$ cat src/rtl/llsc_pkg.sv
package llsc_pkg;
  localparam int N_AGT = 2;

  typedef enum logic [1:0] {
    OP_LOAD  = 2'b00,
    OP_STORE = 2'b01,
    OP_LL    = 2'b10,
    OP_SC    = 2'b11
  } op_e;
endpackage

$ cat src/rtl/llsc_arbiter.sv
module llsc_arbiter #(
  parameter int N     = 2,
  parameter int IDX_W = 1
) (
  input  logic             clk,
  input  logic             rst_n,
  input  logic [N-1:0]     valid,
  output logic [N-1:0]     gnt,
  output logic [IDX_W-1:0] sel,
  output logic             any
);
  always_comb begin
    gnt = '0;
    sel = '0;
    any = 1'b0;
    for (int i = 0; i < N; i++) begin
      if (valid[i] && !any) begin
        gnt[i] = 1'b1;
        sel    = IDX_W'(i);
        any    = 1'b1;
      end
    end
  end

  assert_gnt_onehot_R9: assert property (@(posedge clk) disable iff (!rst_n) $onehot0(gnt));
  assert_low_wins_R9: assert property (@(posedge clk) disable iff (!rst_n)
    (valid[0] && valid[1]) |-> (gnt[0] && !gnt[1]));
endmodule

$ cat src/rtl/llsc_rsv.sv
module llsc_rsv
  import llsc_pkg::*;
#(
  parameter int ADDR_W = 4
) (
  input  logic              clk,
  input  logic              rst_n,
  input  logic              own_acc,
  input  op_e               own_op,
  input  logic [ADDR_W-1:0] own_addr,
  input  logic              oth_wr,
  input  logic [ADDR_W-1:0] oth_addr,
  input  logic              clr,
  output logic              hit
);
  logic              v_q, v_d;
  logic [ADDR_W-1:0] a_q, a_d;

  always_comb begin
    v_d = v_q;
    a_d = a_q;
    if (own_acc) begin
      if (own_op == OP_LL) begin
        v_d = 1'b1;
        a_d = own_addr;
      end else if (own_op == OP_SC) begin
        v_d = 1'b0;
      end
    end else if (oth_wr && v_q && (oth_addr == a_q)) begin
      v_d = 1'b0;
    end
    if (clr) v_d = 1'b0;
  end

  always_ff @(posedge clk or negedge rst_n) begin
    if (!rst_n) begin
      v_q <= 1'b0;
      a_q <= '0;
    end else begin
      v_q <= v_d;
      if (own_acc && own_op == OP_LL) a_q <= a_d;
    end
  end

  assign hit = v_q && (a_q == own_addr);

  assert_ll_sets_R1: assert property (@(posedge clk) disable iff (!rst_n)
    (own_acc && own_op == OP_LL && !clr) |=> (v_q && a_q == $past(own_addr)));
  assert_sc_consumes_R3: assert property (@(posedge clk) disable iff (!rst_n)
    (own_acc && own_op == OP_SC) |=> !v_q);
  assert_foreign_break_R4: assert property (@(posedge clk) disable iff (!rst_n)
    (!own_acc && oth_wr && v_q && oth_addr == a_q) |=> !v_q);
  assert_clr_drops_R8: assert property (@(posedge clk) disable iff (!rst_n)
    clr |=> !v_q);
endmodule

$ cat src/rtl/llsc_mem.sv
module llsc_mem #(
  parameter int ADDR_W = 4,
  parameter int DATA_W = 16
) (
  input  logic              clk,
  input  logic              wr_en,
  input  logic [ADDR_W-1:0] addr,
  input  logic [DATA_W-1:0] wdata,
  output logic [DATA_W-1:0] rdata
);
  localparam int DEPTH = 1 << ADDR_W;

  logic [DATA_W-1:0] words [DEPTH];

  always_ff @(posedge clk) begin
    if (wr_en) words[addr] <= wdata;
  end

  assign rdata = words[addr];
endmodule

$ cat src/rtl/llsc_monitor.sv
module llsc_monitor
  import llsc_pkg::*;
#(
  parameter int ADDR_W = 4,
  parameter int DATA_W = 16
) (
  input  logic                          clk,
  input  logic                          rst_n,
  input  logic [N_AGT-1:0]              req_valid,
  input  logic [N_AGT-1:0][1:0]         req_op,
  input  logic [N_AGT-1:0][ADDR_W-1:0]  req_addr,
  input  logic [N_AGT-1:0][DATA_W-1:0]  req_wdata,
  input  logic [N_AGT-1:0]              rsv_clr,
  output logic [N_AGT-1:0]              req_ready,
  output logic [N_AGT-1:0]              resp_valid,
  output logic [N_AGT-1:0][DATA_W-1:0]  resp_rdata,
  output logic [N_AGT-1:0]              resp_status
);
  localparam int IDX_W = (N_AGT > 1) ? $clog2(N_AGT) : 1;

  logic [1:0] rst_sync;
  logic       rst_q;

  always_ff @(posedge clk or negedge rst_n) begin
    if (!rst_n) rst_sync <= 2'b00;
    else        rst_sync <= {rst_sync[0], 1'b1};
  end
  assign rst_q = rst_sync[1];

  logic [N_AGT-1:0] gnt;
  logic [IDX_W-1:0] sel;
  logic             any;
  logic [N_AGT-1:0] hit;
  logic [N_AGT-1:0] live_valid;

  assign live_valid = rst_q ? req_valid : '0;

  llsc_arbiter #(.N(N_AGT), .IDX_W(IDX_W)) u_arb (
    .clk(clk), .rst_n(rst_q), .valid(live_valid), .gnt(gnt), .sel(sel), .any(any)
  );
  assign req_ready = gnt;

  op_e               acc_op;
  logic [ADDR_W-1:0] acc_addr;
  logic [DATA_W-1:0] acc_wdata;
  logic [DATA_W-1:0] mem_rdata;
  logic              wr_en;

  assign acc_op    = op_e'(req_op[sel]);
  assign acc_addr  = req_addr[sel];
  assign acc_wdata = req_wdata[sel];
  assign wr_en     = any && ((acc_op == OP_STORE) || (acc_op == OP_SC && hit[sel]));

  llsc_mem #(.ADDR_W(ADDR_W), .DATA_W(DATA_W)) u_mem (
    .clk(clk), .wr_en(wr_en), .addr(acc_addr), .wdata(acc_wdata), .rdata(mem_rdata)
  );

  for (genvar g = 0; g < N_AGT; g++) begin : g_agt
    logic              oth_wr;
    logic              vld_d;
    logic              st_d;
    logic [DATA_W-1:0] rd_d;

    assign oth_wr = wr_en && !gnt[g];

    llsc_rsv #(.ADDR_W(ADDR_W)) u_rsv (
      .clk(clk), .rst_n(rst_q),
      .own_acc(gnt[g]), .own_op(op_e'(req_op[g])), .own_addr(req_addr[g]),
      .oth_wr(oth_wr), .oth_addr(acc_addr),
      .clr(rsv_clr[g]), .hit(hit[g])
    );

    always_comb begin
      vld_d = gnt[g];
      st_d  = gnt[g] && (op_e'(req_op[g]) == OP_SC) && hit[g];
      rd_d  = resp_rdata[g];
      if (gnt[g]) rd_d = mem_rdata;
    end

    always_ff @(posedge clk or negedge rst_q) begin
      if (!rst_q) begin
        resp_valid[g]  <= 1'b0;
        resp_status[g] <= 1'b0;
        resp_rdata[g]  <= '0;
      end else begin
        resp_valid[g]  <= vld_d;
        resp_status[g] <= st_d;
        if (gnt[g]) resp_rdata[g] <= rd_d;
      end
    end

    assert_resp_follows_R11: assert property (@(posedge clk) disable iff (!rst_q)
      gnt[g] |=> resp_valid[g]);
    assert_status_sc_only_R11: assert property (@(posedge clk) disable iff (!rst_q)
      (gnt[g] && op_e'(req_op[g]) != OP_SC) |=> !resp_status[g]);
    assert_status_needs_grant_R2: assert property (@(posedge clk) disable iff (!rst_q)
      !gnt[g] |=> !resp_status[g]);
  end
endmodule

$ cat config.mk
export PLATFORM = sky130hd
export DESIGN_NAME = llsc_monitor
export DESIGN_NICKNAME = d
export VERILOG_FILES = /design/src/rtl/llsc_pkg.sv /design/src/rtl/llsc_arbiter.sv /design/src/rtl/llsc_rsv.sv /design/src/rtl/llsc_mem.sv /design/src/rtl/llsc_monitor.sv
export SDC_FILE = /design/constraint.sdc
export NUM_CORES = 1
export LEC_CHECK = 0
export BUFFER_PORTS_ARGS = -buffer_cell sky130_fd_sc_hd__buf_4
export CAP_MARGIN = 25
export CORE_UTILIZATION = 40
export DETAILED_ROUTE_END_ITERATION = 6
export GPL_ROUTABILITY_DRIVEN = 0
export PLACE_DENSITY = 0.6
export REMOVE_ABC_BUFFERS = 1
export SYNTH_ARGS = -nofsm -noshare
export SYNTH_HDL_FRONTEND = slang
export SYNTH_SLANG_ARGS = --single-unit
export TNS_END_PERCENT = 10
$ cat constraint.sdc
create_clock -name clk -period 4 [get_ports clk]
set_input_delay 0.6 -clock clk [delete_from_list [all_inputs] [get_ports clk]]
set_output_delay 0.6 -clock clk [all_outputs]
set_load 0.01 [all_outputs]
## Yosys cells after proc, flatten, opt, wreduce, memory -nomap -nowiden

Memories as Yosys holds them, arrays and structs flattened.
Cells that the tools add are included.

| word-level totals | value |
|---|---|
| register bits after elaboration | 48 |
| memories | 1 |
| RAM bits | 256 |
| logic and storage cells | 75 |
| output and inout port bits | 38 |
| bits of input ports | 50 |

| operators by class | value |
|---|---|
| equality and inequality tests | 12 |
| multiplexer cells | 24 |
| order comparisons | 1 |
| reductions and logical operators | 26 |

Memory list:

| memory | words | bits a word | read ports | clocked after memory_dff | write ports | line | source |
|---|---|---|---|---|---|---|---|
| u_mem.words | 16 | 16 | 1 | 0 | 1 | llsc_mem.sv:13 | `logic [DATA_W-1:0] words [DEPTH];` |

Operator list:

| cell | count |
|---|---|
| 16-bit 2-to-1 mux | 2 |
| 1-bit logical AND | 17 |
| 1-bit 2-to-1 mux | 17 |
| 4-bit equality test | 4 |
| 2-bit equality test (second input constant) | 5 |
| 4-bit 2-to-1 mux | 2 |
| 4-bit inequality test (second input constant) | 2 |
| 2-bit 2-to-1 mux | 3 |
| 3-bit AND reduction | 2 |
| 3-bit nonzero test | 2 |
| 2-bit AND reduction | 2 |
| 2-bit by 1-bit equality test with 1-bit output (second input constant) | 1 |
| 1-bit logical NOT | 2 |
| 1-bit by 2-bit less-than comparator with 1-bit output (second input constant) | 1 |
| 1-bit logical OR | 1 |

## Depth between registers and ports, before layout

| logic depth | value |
|---|---|
| depth in word-level cells | 17 |
| gate-level depth with buffers | 8 |
| mapped depth without buffers | 7 |

## Cells and area by module

A second synthesis with hierarchy kept.

| unflattened totals | value |
|---|---|
| cells, all modules | 590 |
| area total of the unflattened synthesis | 12140.4 um^2 |

By module, submodules not included:

| module | sequential area each (um^2) | cells each | area each (um^2) | times used |
|---|---|---|---|---|
| llsc_mem | 7687.4 | 418 | 9703.1 | 1 |
| llsc_monitor | 950.9 | 108 | 1766.7 | 1 |
| llsc_rsv | 125.1 | 30 | 321.6 | 2 |
| llsc_arbiter | 0.0 | 4 | 27.5 | 1 |

## Worst setup path before layout

No wires, ideal clock.

| timing | value |
|---|---|
| path type | register to register |
| start point | register rst_sync[1] |
| end point | memory u_mem.words[0][0], enable pin |
| required time | 3.612 ns |
| path buffers | 2 |
| library setup time | 0.388 ns |
| path slack | 0.206 ns |
| arrival | 3.405 ns |
| clock period less this slack | 3.794 ns |
| stages on the path, launching flop included | 7 |
| path through | dfrtp_1 > nand3b_4 > mux2_4 > buf_4 > buf_6 > or3_4 > nor2_1 |

| between the ends | value |
|---|---|
| longest elaborated chain between the ends | 13 |
| elaborated cells on any way between the ends | 19 |
| those cells by class | eq/ne (2); mux (12); reduce/logical (5) |

RTL lines:

| item | line | source |
|---|---|---|
| start: declaration | llsc_monitor.sv:21 | `logic [1:0] rst_sync;` |
| start signal: assignment | llsc_monitor.sv:26 | `else rst_sync <= {rst_sync[0], 1'b1};` |
| 2-bit 2-to-1 mux (*) | llsc_monitor.sv:36 | `assign live_valid = rst_q ? req_valid : '0;` |
| 1-bit 2-to-1 mux | llsc_arbiter.sv:17 | `if (valid[i] && !any) begin` |
| 1-bit logical NOT | llsc_arbiter.sv:17 |  |
| 1-bit logical AND | llsc_arbiter.sv:17 |  |
| 1-bit 2-to-1 mux | llsc_arbiter.sv:17 |  |
| 2-bit 2-to-1 mux (implied by the code) (2 in series) | llsc_monitor.sv:49 | `assign acc_op = op_e'(req_op[sel]);` |
| 2-bit equality test | llsc_monitor.sv:52 | `assign wr_en = any && ((acc_op == OP_STORE) \|\| (acc_op == OP_SC && hit[sel]));` |
| 1-bit logical AND | llsc_monitor.sv:52 |  |
| 1-bit logical OR | llsc_monitor.sv:52 |  |
| 1-bit logical AND | llsc_monitor.sv:52 |  |
| 1-bit 2-to-1 mux | llsc_mem.sv:16 | `if (wr_en) words[addr] <= wdata;` |
| 1-bit 2-to-1 mux (implied by the code) | llsc_mem.sv:16 |  |
| end: declaration | llsc_mem.sv:13 |  |

Every way passes the cells marked *; elsewhere a longest branch is shown, timed or not. The select of a mux whose other input is x is not followed.

## Final worst setup path

| timing | value |
|---|---|
| start point | register rst_sync[1] |
| end point | output port req_ready[0] |

| between the ends | value |
|---|---|
| longest elaborated chain between the ends | 2 |

RTL lines:

| item | line | source |
|---|---|---|
| 2-bit 2-to-1 mux | llsc_monitor.sv:36 |  |
| 1-bit 2-to-1 mux | llsc_arbiter.sv:17 |  |
| end: declaration | llsc_monitor.sv:14 | `output logic [N_AGT-1:0] req_ready,` |

No other way between the ends.

==> metrics.txt <==
routed wl met2=16,100 µm; HP Start=rsv_clr[1]; final setup fails=0; Worst EP arrival=2.62 ns; Clock transition at path regs=0.06 ns; Starting Density=40.5%; Fin Setup TNS=0 ns; worst hold slack=0.183 ns; vias in the first global route=between 7,000 and 8,000; mux cell area share after synthesis=16.5%; Startpoint Class=flop; initial antenna violation count=0; Post-Synth Simple-Gate Area=between 8 and 9%; met3 wire len=2210 µm; fmax=0.310 GHz; full die area=33,600 µm²; cell area after synthesis=13,100 µm²; Synth Area in Adders=0%; TritonCTS Buffers=31; buffers added on ports=87; CTS tree=built; core area=32,500 µm²; Total GRT Usage=20.9%; WL per Instance=24.4 µm; Die Y-Extent=183 µm; post-synthesis cell type count=42; drt total wl=34,300 µm; synthesized flop and latch total=304; vias per cell=5.61; Clock Power Share=39.1%; Resize count post-CTS=0; Slew Viols, Final=0; post-synthesis compound-gate area fraction=between 4 and 5%; Mapped Cells=836; Hold Path Class=in -> reg; placed insts=between 1,000 and 1,500; Ports=88; Non-Filler Instances=1,407; sw frac=23.5%; Max Buffers Root-to-Sink=3; Internal=5520 µW; drt pass-1 iters=4; CTS Root Cell=clkbuf_16; CP Max Fanout=50; Max Cap Viol=0; FF-to-FF End=u_mem.words[3][14]; most common cell after layout, fill and taps aside=edfxtp_1; n_diodes=0; reg-to-reg slack, setup=1.12 ns; Pleak=0.00545 µW; Slew @ Worst Pin=0.795 ns; CTS sink cnt=304; Crit Path Class=reg -> out; DPL Wire Length=22,200 µm; Logic pwr share=10.7%; Max IR drop VDD=0.343 mV; hold depth=2; critical path endpoint category=output pin; nets@finish=990; grt ovf=0; yosys warns=0; CTS H-tree depth=1; commonest non-fill, non-tap cells in the layout=edfxtp_1 (256), nand2_1 (162), buf_4 (120), mux4_2 (65), nand3_1 (48); Tcrit/Tclk final=80.6%; Layout area overhead=17.0%; drc violations=0; chip width=183 µm; layout cells sized above 1=a little under a third; Sw Pwr=1700 µW; largest net degree at the start of global routing=51; Worst R2R Path Depth=6; outcome=finished clean; Skew-Pair Late Insertion Delay=0.57 ns; FP Rows=66; post-synthesis xor/xnor area fraction=under 10%; combinational family with the most area after synthesis=multiplexers; Power, Total=7220 µW; CP required=between 3 and 4 ns; top sig layer=met4; unrepaired setup endpoints after global routing=false; first-pass GRT wire length=51,300 µm; PwrDens=approximately 470 nW/µm²; post-CTS setup buffers=0; endpoint of the worst hold path=g_agt[1].u_rsv.v_q; Seq/Total Area, Yosys=67.6%; vias post-DR=7,891; final hold violation count=0; clk_skew=~0.015 ns; RR Startpoint=rst_sync[1]; First DRT Iteration DRCs=772; DRT met1 WL=15,300 µm; headroom to the max-slew limit=46.9%; Syn Area/Cell=15.7 µm²; Period minus WS final=around 3.2 ns; Final ANT Viol Nets=0; Seq pwr share=50.2%
## power by group through the flow
stage / registers (µW) / clock network, µW / logic (µW)
after floorplan: 3710 / 0 / 365
after global placement: 3690 / 0 / 768
after detailed placement: 3690 / 0 / 775
after CTS: 3630 / 2870 / 778
after global routing: 3630 / 2990 / 838
final: 3630 / 2830 / 770
## worst max-delay path, cell delays in order (launching register included)
cell and delay [ns]:
dfrtp_2 0.39, buf_4 0.57, nand2_1 0.45, buf_4 0.34, inv_1 0.16, buf_4 0.15
## state kept, by name (all words and copies together), names as in the netlist
register / count
g_agt.u_rsv.a_q: 8
rst_sync: 2
u_mem.words: 256
resp_valid: 2
resp_status: 2
resp_rdata: 32
g_agt.u_rsv.v_q: 2
## final cells by class
cell class	count	area (µm²)
clock buffer	50	920
inverter	2	7.51
sequential	304	8890
tap	442	553
multi-input combinational	480	4020
timing repair buffer	121	911
fill	2789	17100
clock inverter	8	78.8
## what timing repair did
action	4_1_cts	5_1_grt
hold buffers	1	0
endpoints found under the setup margin	0	0
endpoints found under the hold margin	2	0
## synthesized netlist by cell type (all sizes together)
cell type	count	area, µm²
buf	30	174
o22ai	1	6.26
or3	4	45.0
nor2	24	105
or2	1	6.26
nor3	2	10.0
and2	2	12.5
o221ai	1	15.0
mux2i	20	229
a22oi	31	233
clkbuf	20	75.1
o21ai	33	165
a32oi	16	140
and4b	1	10.0
nand3	48	240
nand4	1	6.26
o21a	1	7.51
a21oi	2	10.0
nand2	162	608
conb	1	3.75
inv	2	7.50
edfxtp	256	7690
xnor2	9	78.8
xor2	7	61.3
nor4	3	25.0
mux2	41	469
dfrtp	48	1200
and4	2	17.5
a211oi	1	7.51
mux4	65	1460
nand3b	1	20.0
## worst max path at each step
| stage | startpoint | to | slack, ns | cells after the start |
|---|---|---|---|---|
| 2_1_floorplan | rst_sync[1] | u_mem.words[0][0] | -0.30 | 5 |
| 3_3_place_gp | req_addr[6] | u_mem.words[3][12] | 0.75 | 7 |
| 3_5_place_dp | req_addr[6] | u_mem.words[3][10] | 0.72 | 7 |
| 4_1_cts | rst_sync[1] | req_ready[0] | 0.74 | 5 |
| 5_1_grt | rst_sync[1] | req_ready[0] | 0.59 | 5 |
| 6_report | rst_sync[1] | req_ready[0] | 0.78 | 5 |
## cell families after synthesis
family	Yosys count
DFF	304
and+or+nand+nor	251
muxes	126
AOI/OAI and AO/OA	86
buffers and inverters	52
xor gates and xnor gates	16
other	1
## metal layers
layer	track usage, %	vias up
met3	3.40	46
met1	30.1	4103
met2	33.0	295
met5	0	-
met4	5.50	0
li1	-	3447
## stage by stage
step           worst slack [ns]  area [µm²]  util [%]
4_1_cts                   0.735       15400      47.4
3_5_place_dp              0.722       14400      44.3
5_1_grt                   0.590       15400      47.4
6_report                  0.776       15400      47.4
2_1_floorplan            -0.297       12900         -
3_3_place_gp              0.754       14400      44.3
No activity file was read; power rests on OpenSTA's default activity.
